<file path="config.mk">
export PLATFORM = sky130hd
export DESIGN_NAME = pwm_trip_guard
export DESIGN_NICKNAME = d
export VERILOG_FILES = /design/src/rtl/pwm_sd_pkg.sv /design/src/rtl/pwm_sd_qual.sv /design/src/rtl/pwm_sd_chan.sv /design/src/rtl/pwm_trip_guard.sv
export SDC_FILE = /design/constraint.sdc
export NUM_CORES = 1
export LEC_CHECK = 0
export ABC_AREA = 1
export BUFFER_PORTS_ARGS = -buffer_cell sky130_fd_sc_hd__buf_2
export CAP_MARGIN = 10
export CORE_ASPECT_RATIO = 0.6
export CORE_MARGIN = 4
export CORE_UTILIZATION = 48
export CTS_BUF_LIST = sky130_fd_sc_hd__clkbuf_16
export DETAILED_ROUTE_END_ITERATION = 10
export HOLD_SLACK_MARGIN = 0.05
export PLACE_DENSITY = 0.92
export RECOVER_POWER = 50
export SLEW_MARGIN = 15
export SYNTH_ARGS = -nofsm -noshare
export SYNTH_HDL_FRONTEND = slang
export SYNTH_HIERARCHICAL = 1
export SYNTH_SLANG_ARGS = --single-unit
</file>
<file path="constraint.sdc">
create_clock -name clk -period 3.95 [get_ports clk]
set_input_delay 0.395 -clock clk [delete_from_list [all_inputs] [get_ports clk]]
set_output_delay 0.395 -clock clk [all_outputs]
set_load 0.02 [all_outputs]
</file>
<file path="src/rtl/pwm_sd_pkg.sv">
package pwm_sd_pkg;

    typedef enum logic [1:0] {
        ST_RUN    = 2'd0,
        ST_TRIP   = 2'd1,
        ST_RESYNC = 2'd2
    } sd_state_t;

    // Bit positions in the control/status register
    localparam int B_FLAG = 7;
    localparam int B_IE   = 6;
    localparam int B_RST  = 5;
    localparam int B_LVL  = 4;
    localparam int B_PIN  = 2;
    localparam int B_POL  = 1;
    localparam int B_EN   = 0;

endpackage

</file>
<file path="src/rtl/pwm_sd_qual.sv">
module pwm_sd_qual #(
    parameter int SYNC_STAGES = 2,
    parameter int QUAL_CYCLES = 2
) (
    input  logic clk,
    input  logic rst_n,
    input  logic pin,
    input  logic enable,
    input  logic act_high,
    output logic pin_sync,
    output logic active,
    output logic fault
);

    localparam int CW = $clog2(QUAL_CYCLES + 1);
    localparam logic [CW-1:0] QMAX = CW'(QUAL_CYCLES);
    localparam logic [CW-1:0] QHIT = CW'(QUAL_CYCLES - 1);

    logic [SYNC_STAGES-1:0] sh_q;
    logic [CW-1:0]          cnt_q;

    always_ff @(posedge clk or negedge rst_n) begin
        if (!rst_n) begin
            sh_q <= '0;
        end else begin
            sh_q <= {sh_q[SYNC_STAGES-2:0], pin};
        end
    end

    assign pin_sync = sh_q[SYNC_STAGES-1];
    assign active   = enable && (pin_sync == act_high);

    // Count consecutive active cycles, saturating
    always_ff @(posedge clk or negedge rst_n) begin
        if (!rst_n) begin
            cnt_q <= '0;
        end else if (!active) begin
            cnt_q <= '0;
        end else if (cnt_q != QMAX) begin
            cnt_q <= cnt_q + 1'b1;
        end
    end

    assign fault = active && (cnt_q >= QHIT);

endmodule

</file>
<file path="src/rtl/pwm_sd_chan.sv">
module pwm_sd_chan #(
    parameter int NCH = 8
) (
    input  logic           clk,
    input  logic           rst_n,
    input  logic           trip_all,
    input  logic           release_en,
    input  logic [NCH-1:0] cnt_zero,
    input  logic [NCH-1:0] ch_en,
    input  logic [NCH-1:0] pwm_in,
    input  logic           safe_lvl,
    output logic [NCH-1:0] pwm_out,
    output logic [NCH-1:0] hold,
    output logic           hold_any
);

    always_ff @(posedge clk or negedge rst_n) begin
        if (!rst_n) begin
            hold <= '0;
        end else begin
            for (int i = 0; i < NCH; i++) begin
                if (trip_all) begin
                    hold[i] <= 1'b1;
                end else if (release_en && cnt_zero[i]) begin
                    hold[i] <= 1'b0;
                end
            end
        end
    end

    for (genvar g = 0; g < NCH; g++) begin : g_mux
        assign pwm_out[g] = (hold[g] && ch_en[g]) ? safe_lvl : pwm_in[g];
    end

    assign hold_any = |hold;

endmodule

</file>
<file path="src/rtl/pwm_trip_guard.sv">
module pwm_trip_guard
    import pwm_sd_pkg::*;
#(
    parameter int NCH         = 8,
    parameter int SYNC_STAGES = 2,
    parameter int QUAL_CYCLES = 2
) (
    input  logic           clk,
    input  logic           rst_n,
    input  logic           reg_wr,
    input  logic [7:0]     reg_wdata,
    output logic [7:0]     reg_rdata,
    input  logic           fault_pin,
    input  logic [NCH-1:0] pwm_in,
    input  logic [NCH-1:0] ch_en,
    input  logic [NCH-1:0] cnt_zero,
    output logic [NCH-1:0] pwm_out,
    output logic           irq
);

    sd_state_t state_q, state_d;

    logic flag_q, ie_q, lvl_q, pol_q, en_q;
    logic pin_sync, active, fault_now, fault_d;
    logic trip_all, release_en, hold_any;
    logic [NCH-1:0] hold;
    logic restart_req, flag_set, flag_clr;

    pwm_sd_qual #(
        .SYNC_STAGES (SYNC_STAGES),
        .QUAL_CYCLES (QUAL_CYCLES)
    ) u_qual (
        .clk      (clk),
        .rst_n    (rst_n),
        .pin      (fault_pin),
        .enable   (en_q),
        .act_high (pol_q),
        .pin_sync (pin_sync),
        .active   (active),
        .fault    (fault_now)
    );

    pwm_sd_chan #(
        .NCH (NCH)
    ) u_chan (
        .clk        (clk),
        .rst_n      (rst_n),
        .trip_all   (trip_all),
        .release_en (release_en),
        .cnt_zero   (cnt_zero),
        .ch_en      (ch_en),
        .pwm_in     (pwm_in),
        .safe_lvl   (lvl_q),
        .pwm_out    (pwm_out),
        .hold       (hold),
        .hold_any   (hold_any)
    );

    // Register bank
    assign restart_req = reg_wr && reg_wdata[B_RST];
    assign flag_set    = en_q && (fault_now ^ fault_d);
    assign flag_clr    = reg_wr && reg_wdata[B_FLAG];

    always_ff @(posedge clk or negedge rst_n) begin
        if (!rst_n) begin
            ie_q    <= 1'b0;
            lvl_q   <= 1'b0;
            pol_q   <= 1'b0;
            en_q    <= 1'b0;
            flag_q  <= 1'b0;
            fault_d <= 1'b0;
        end else begin
            fault_d <= fault_now;
            flag_q  <= flag_set || (flag_q && !flag_clr);
            if (reg_wr) begin
                ie_q  <= reg_wdata[B_IE];
                lvl_q <= reg_wdata[B_LVL];
                pol_q <= reg_wdata[B_POL];
                en_q  <= reg_wdata[B_EN];
            end
        end
    end

    always_comb begin
        reg_rdata         = '0;
        reg_rdata[B_FLAG] = flag_q;
        reg_rdata[B_IE]   = ie_q;
        reg_rdata[B_LVL]  = lvl_q;
        reg_rdata[B_PIN]  = pin_sync;
        reg_rdata[B_POL]  = pol_q;
        reg_rdata[B_EN]   = en_q;
    end

    assign irq = flag_q && ie_q;

    // State register
    always_ff @(posedge clk or negedge rst_n) begin
        if (!rst_n) begin
            state_q <= ST_RUN;
        end else begin
            state_q <= state_d;
        end
    end

    // Next state
    always_comb begin
        state_d = state_q;
        unique case (state_q)
            ST_RUN: begin
                if (fault_now) state_d = ST_TRIP;
            end
            ST_TRIP: begin
                if (!en_q)                         state_d = ST_RESYNC;
                else if (restart_req && !active)   state_d = ST_RESYNC;
            end
            ST_RESYNC: begin
                if (fault_now)      state_d = ST_TRIP;
                else if (!hold_any) state_d = ST_RUN;
            end
            default: state_d = ST_RUN;
        endcase
    end

    // State outputs
    always_comb begin
        trip_all   = 1'b0;
        release_en = 1'b0;
        unique case (state_q)
            ST_RUN:    trip_all   = fault_now;
            ST_TRIP:   trip_all   = 1'b0;
            ST_RESYNC: begin
                trip_all   = fault_now;
                release_en = !fault_now;
            end
            default: begin
                trip_all   = 1'b0;
                release_en = 1'b0;
            end
        endcase
    end

endmodule

</file>
==> results of run 1 <==
## how the worst max path moves through the flow
stage               cells past startpoint                         from                    endpoint  slack, ps
global placement                        8            pol_q$_DFFE_PN0P_  u_chan/hold[1]$_DFFE_PN0P_       2160
finish                                  8            pol_q$_DFFE_PN0P_  u_chan/hold[4]$_DFFE_PN0P_       2020
CTS                                     8            pol_q$_DFFE_PN0P_  u_chan/hold[4]$_DFFE_PN0P_       2050
detailed placement                      8            pol_q$_DFFE_PN0P_  u_chan/hold[1]$_DFFE_PN0P_       2110
global route                            8            pol_q$_DFFE_PN0P_  u_chan/hold[1]$_DFFE_PN0P_       1690
floorplan                               8  u_qual/cnt_q[0]$_DFFE_PN0P_  u_chan/hold[2]$_DFFE_PN0P_       2710
## where the power goes
group | leakage, nW | internal (mW) | switching, mW
Sequential | 0.250 | 0.259 | 0.0418
Combinational | 0.516 | 0.0893 | 0.154
Clock | 0.0511 | 0.201 | 0.0723
Total | 0.817 | 0.549 | 0.268
## through the flow
step,utilization,cells,hold slack (ps)
detailed placement,0.5992,212,334.7
global route,0.6420,216,252.7
CTS,0.6478,216,92.33
finish,0.6420,216,251.5
global placement,0.5992,212,332.7
floorplan,-,144,99.41
## logic make-up (layout without fill, tap and decap cells)
group / after synthesis / in the layout / share of synthesized area
compound gates: 12 / 12 / 0.05816
xor+xnor: 1 / 1 / 0.007983
fa+ha+maj: 2 / 2 / 0.02280
buf+inv: 32 / 74 / 0.1505
flops: 20 / 20 / 0.4561
mux: 3 / 3 / 0.04105
other cells: 1 / 2 / 0.003417
simple gates: 72 / 72 / 0.2600
## area by class of cell
class	count	area, sq um
tap	30	37.54
clock inverter	1	30.03
fill	181	774.5
multi-input combinational	92	424.2
sequential	20	500.5
timing repair buffer	48	239.0
inverter	22	82.58
clock buffer	3	75.07
## critical path: cells and delay by family, from the launching register on
family / cells / cell delay (ps)
buf+inv: 1 / 60
flops: 1 / 400
simple gates: 7 / 1360
## routing by layer
| metal | wire length [um] | vias up | track usage |
|---|---|---|---|
| met5 | 0 | - | 0 |
| met4 | 22 | 0 | 0.04580 |
| met3 | 194 | 2 | 0.05556 |
| met2 | 1020 | 35 | 0.2557 |
| met1 | 1040 | 414 | 0.2039 |
| li1 | - | 505 | - |
## placed cells by master (no fill, tap or decap), types with 2 or more instances in the layout
cell type and n:
o21ai_0 2, nand2_1 57, clkbuf_16 3, nand3_1 2, conb_1 2, o21ai_1 8, buf_2 47, nor2_1 9
inv_1 22, ha_1 2, dfrtp_1 20, mux2_1 3
## registers in the layout (all words and copies together) (netlist names)
register      count
u_qual/cnt_q      2
ie_q              1
fault_d           1
en_q              1
pol_q             1
u_chan/hold       8
state_q           2
lvl_q             1
flag_q            1
u_qual/sh_q       2
==> impl_metrics.env, run 1 <==
export IMPL_critPathLaunchType="register"
export IMPL_outcome="completed"
export IMPL_wl_per_cell_um=10.54
export IMPL_drc_errors=0
export IMPL_yosysSeqAreaShare=0.4561
export IMPL_worstReg2RegEnd="u_chan/hold[4]$_DFFE_PN0P_"
export IMPL_cts_buffers=3
export IMPL_worstSetupPathType="reg2reg"
export IMPL_max_slew_margin=0.3157
export IMPL_grt_pass1_wl_mm=3.815
export IMPL_ys_flop_type="dfrtp_1"
export IMPL_grt_pass1_vias=846
export IMPL_yosysWarnings=6
export IMPL_path_common_cell="nand2_1"
export IMPL_drive_above_1_share=0.2903
export IMPL_async_reset_ff_frac=1.000
export IMPL_htreeDepth=1
export IMPL_tns_ps=0
export IMPL_p_per_area_nw_per_um2=588.8
export IMPL_period_needed_ps=1933
export IMPL_power_mw=0.8178
export IMPL_ctsHoldBuffers=0
export IMPL_antenna_found_initial=0
export IMPL_die_h_um=45.04
export IMPL_grt_start_max_net_pins=21
export IMPL_setup_viol=0
export IMPL_synth_edff_count=0
export IMPL_synth_most_common_cell="nand2_1"
export IMPL_syn_cell_area_sq_um=1097
export IMPL_area_delta_synth_final_pct=26.57
export IMPL_start_util=0.5072
export IMPL_synth_top_area_frac=0.4561
export IMPL_worstMarginPinSlew_ps=1026
export IMPL_clkLatencyLatePin_ps=250
export IMPL_clock_sinks=20
export IMPL_finalClockSkew_ps=4.432
export IMPL_dpl_hpwl_mm=1.761
export IMPL_max_stage_delay_ps=820
export IMPL_ctsLongestPathBuffers=2
export IMPL_dr_pass1_iters=3
export IMPL_worstReg2RegStart="pol_q$_DFFE_PN0P_"
export IMPL_design_core_area_sq_um=2163
export IMPL_ctsResizeCount=0
export IMPL_hold_end="u_qual/sh_q[0]$_DFF_PN0_"
export IMPL_critPathRequiredTime_ps=4080
export IMPL_std_cell_rows=13
export IMPL_rsz0062_at_grt="no"
export IMPL_holdPathStages=1
export IMPL_slew_violations=0
export IMPL_post_route_cell_area_sq_um=1389
export IMPL_synthCells=143
export IMPL_cp_arrival_ps=2070
export IMPL_ios=53
export IMPL_vias_per_cell=4.426
export IMPL_hold_class="in2reg"
export IMPL_gp_congestion=0.7668
export IMPL_numPortBuffers=48
export IMPL_tritoncts="done"
export IMPL_die_w_um=69.73
export IMPL_cts_root_buf="clkbuf_16"
export IMPL_timing_fmax_mhz=517.4
export IMPL_ys_ff_latch=20
export IMPL_synth_area_leaders="dfrtp_1 (46%), nand2_1 (19%), inv_1 (7.5%), buf_4 (5.5%), mux2_4 (4.1%)"
export IMPL_hold_viol=0
export IMPL_n_antenna_cell=0
export IMPL_fin_crit_sh=0.4893
export IMPL_peakVddDrop_mv=0.3684
export IMPL_power_leakage_nw=0.8166
export IMPL_crit_chain="inv_1 -> nand2_1 -> nand3_2 -> nor2_1 -> nor3_1 -> nand2_1 -> nand2_1 -> nand2_1"
export IMPL_die_area_sq_um=3140
export IMPL_cap_violations=0
export IMPL_critPathMaxFanout=8
export IMPL_clk_pin_slew_ps=60
export IMPL_reg2reg_setup_slack_ps=2020
export IMPL_via_count=956
export IMPL_worst_path_max_delay_cell="nor3_1"
export IMPL_yosys_area_top_type="dfrtp_1"
export IMPL_place_area_sq_um=1296
export IMPL_min_from="fault_pin"
export IMPL_drt_initial_drc_count=52
export IMPL_dpl_worst_slack_ps=2105
export IMPL_cts_setup_buffers=0
export IMPL_setup_ws_ps=2017
export IMPL_grtUsageTotal=0.1574
export IMPL_wl_mm=2.277
export IMPL_synth_common_cells="nand2_1 (57), inv_1 (22), dfrtp_1 (20)"
export IMPL_drtAntennaViolNets=0
export IMPL_r2r_cells=8
export IMPL_overflow=0
export IMPL_endpoint_kind="register"
export IMPL_syn_avg_cell_area_sq_um=7.673
export IMPL_netlist_cell_type_count=19
export IMPL_nets=225
No activity file was read; power rests on OpenSTA's default activity.
==> inputs of run 2 (changes only) <==
--- a/config.mk
+++ b/config.mk
@@ -10,11 +10,11 @@
 export CAP_MARGIN = 10
 export CORE_ASPECT_RATIO = 0.6
 export CORE_MARGIN = 4
-export CORE_UTILIZATION = 48
+export CORE_UTILIZATION = 45
 export CTS_BUF_LIST = sky130_fd_sc_hd__clkbuf_16
 export DETAILED_ROUTE_END_ITERATION = 10
 export HOLD_SLACK_MARGIN = 0.05
-export PLACE_DENSITY = 0.92
+export PLACE_DENSITY = 0.87
 export RECOVER_POWER = 50
 export SLEW_MARGIN = 15
 export SYNTH_ARGS = -nofsm -noshare
==> constraint.sdc (replaced) <==
create_clock -name clk -period 1.9 [get_ports clk]
set_input_delay 0.19 -clock clk [delete_from_list [all_inputs] [get_ports clk]]
set_output_delay 0.19 -clock clk [all_outputs]
set_load 0.02 [all_outputs]
==> run 2 against run 1 <==
Sequential power up 110%. Hold slack worse by 110 ps. Global-route usage up 0.38 points. Clock skew down 2.2 ps.
==> impl_metrics.env, run 2 (synthesis results as in run 1) <==
export IMPL_drtAntennaViolNets=0
export IMPL_die_h_um=46.25
export IMPL_dr_pass1_iters=4
export IMPL_grt_pass1_vias=870
export IMPL_vias_per_cell=4.434
export IMPL_critPathMaxFanout=8
export IMPL_crit_chain="inv_1 -> nand2_1 -> nand3_2 -> nor2_1 -> inv_1 -> nor2_1 -> inv_1 -> nand2_1"
export IMPL_fin_util=0.6304
export IMPL_dpl_hpwl_mm=1.966
export IMPL_hold_end="en_q$_DFFE_PN0P_"
export IMPL_via_count=971
export IMPL_reg2reg_setup_slack_ps=420
export IMPL_r2r_cells=8
export IMPL_clkLatencyLatePin_ps=250
export IMPL_holdPathStages=3
export IMPL_nets=228
export IMPL_cp_startpoint="pol_q$_DFFE_PN0P_"
export IMPL_worst_path_max_delay_cell="dfrtp_1"
export IMPL_worstSetupPathType="reg2reg"
export IMPL_grt_start_max_net_pins=21
export IMPL_drt_initial_drc_count=36
export IMPL_setup_viol=0
export IMPL_tns_ps=0
export IMPL_tritoncts="done"
export IMPL_timing_fmax_mhz=677.9
export IMPL_max_slew_margin=0.2910
export IMPL_clock_sinks=20
export IMPL_ios=53
export IMPL_endpoint_kind="register"
export IMPL_hold_class="in2reg"
export IMPL_top_register="u_chan/hold"
export IMPL_cts_setup_buffers=0
export IMPL_final_common_cell="nand2_1"
export IMPL_power_leakage_nw=0.8274
export IMPL_layout_common_cells="nand2_1 (57), buf_2 (46), inv_1 (22)"
export IMPL_hold_viol=0
export IMPL_cts_buffers=3
export IMPL_fin_crit_sh=0.7764
export IMPL_critPathRequiredTime_ps=2090
export IMPL_cap_violations=0
export IMPL_outcome="completed"
export IMPL_clk_pin_slew_ps=50
export IMPL_p_per_area_nw_per_um2=1211
export IMPL_gp_congestion=0.6874
export IMPL_antenna_found_initial=0
export IMPL_power_mw=1.714
export IMPL_design_core_area_sq_um=2245
export IMPL_ctsLongestPathBuffers=2
export IMPL_wl_per_cell_um=11.21
export IMPL_start_util=0.4889
export IMPL_worstReg2RegStart="pol_q$_DFFE_PN0P_"
export IMPL_htreeDepth=1
export IMPL_rsz0062_at_grt="no"
export IMPL_die_w_um=71.75
export IMPL_critPathLaunchType="register"
export IMPL_min_from="reg_wdata[0]"
export IMPL_std_cell_rows=13
export IMPL_overflow=0
export IMPL_peakVddDrop_mv=0.8759
export IMPL_drc_errors=0
export IMPL_numPortBuffers=48
export IMPL_n_antenna_cell=0
export IMPL_drive_above_1_share=0.2857
export IMPL_grt_pass1_wl_mm=3.912
export IMPL_grtUsageTotal=0.1612
export IMPL_ctsHoldBuffers=2
export IMPL_worstMarginPinSlew_ps=1063
export IMPL_slew_violations=0
export IMPL_path_common_cell="inv_1"
export IMPL_largest_reg_flops=8
export IMPL_die_area_sq_um=3318
export IMPL_area_delta_synth_final_pct=28.96
export IMPL_cts_root_buf="clkbuf_16"
export IMPL_max_stage_delay_ps=410
export IMPL_finalClockSkew_ps=2.257
export IMPL_period_needed_ps=1475
export IMPL_worstReg2RegEnd="u_chan/hold[5]$_DFFE_PN0P_"
export IMPL_ctsResizeCount=0
export IMPL_cp_arrival_ps=1660
export IMPL_wl_mm=2.455
==> run 2: cell count changes in the layout (fill, tap and decap cells not counted) <==
cell | before | now
buf_4 | 0 | 1
buf_2 | 47 | 46
dlygate4sd3_1 | 0 | 2
clkbuf_1 | 1 | 2
==> run 2: metal layers <==
layer	GRT usage	vias to the layer above	wire (um)
met5	0	-	0
met4	0.02247	0	13
met2	0.2901	27	1151
li1	-	509	-
met3	0.05882	3	188
met1	0.1928	432	1102
==> run 2: critical path, delay by kind of cell (launching register included) <==
| kind | cells | cell delay (ps) |
|---|---|---|
| simple gates | 5 | 680 |
| flops | 1 | 410 |
| buf+inv | 3 | 330 |
==> run 2: power breakdown <==
part	internal, mW	switching, mW	total, mW	leakage, nW
combinational	0.197	0.324	0.521	0.526
clock	0.418	0.149	0.566	0.0511
sequential	0.539	0.0872	0.626	0.250
==> run 2: final cells by class <==
| cell class | instances | area (sq um) |
|---|---|---|
| clock buffers | 3 | 75.07 |
| flip-flops and latches | 20 | 500.5 |
| inverters | 22 | 82.58 |
| repair buffers | 51 | 265.3 |
| well taps | 30 | 37.54 |
| fillers | 205 | 829.5 |
| multi-input cells | 92 | 424.2 |
| clock inverters | 1 | 30.03 |
==> run 2: worst max path at each step <==
stage | end | slack [ps] | cells after the start
floorplan | u_chan/hold[2]$_DFFE_PN0P_ | 660 | 8
global placement | u_chan/hold[3]$_DFFE_PN0P_ | 530 | 8
detailed placement | u_chan/hold[5]$_DFFE_PN0P_ | 440 | 8
CTS | u_chan/hold[5]$_DFFE_PN0P_ | 420 | 8
global route | u_chan/hold[1]$_DFFE_PN0P_ | 260 | 8
finish | u_chan/hold[5]$_DFFE_PN0P_ | 420 | 8
==> run 2: metrics by stage <==
step	cells	instance area, sq um	setup slack (ps)	hold slack [ps]
after floorplan	144	1101	655.3	-105.6
after global placement	213	1304	528.7	149.8
after detailed placement	213	1304	444.8	150.3
after CTS	219	1429	422.0	143.3
after global routing	219	1415	256.4	162.5
final	219	1415	424.8	143.9
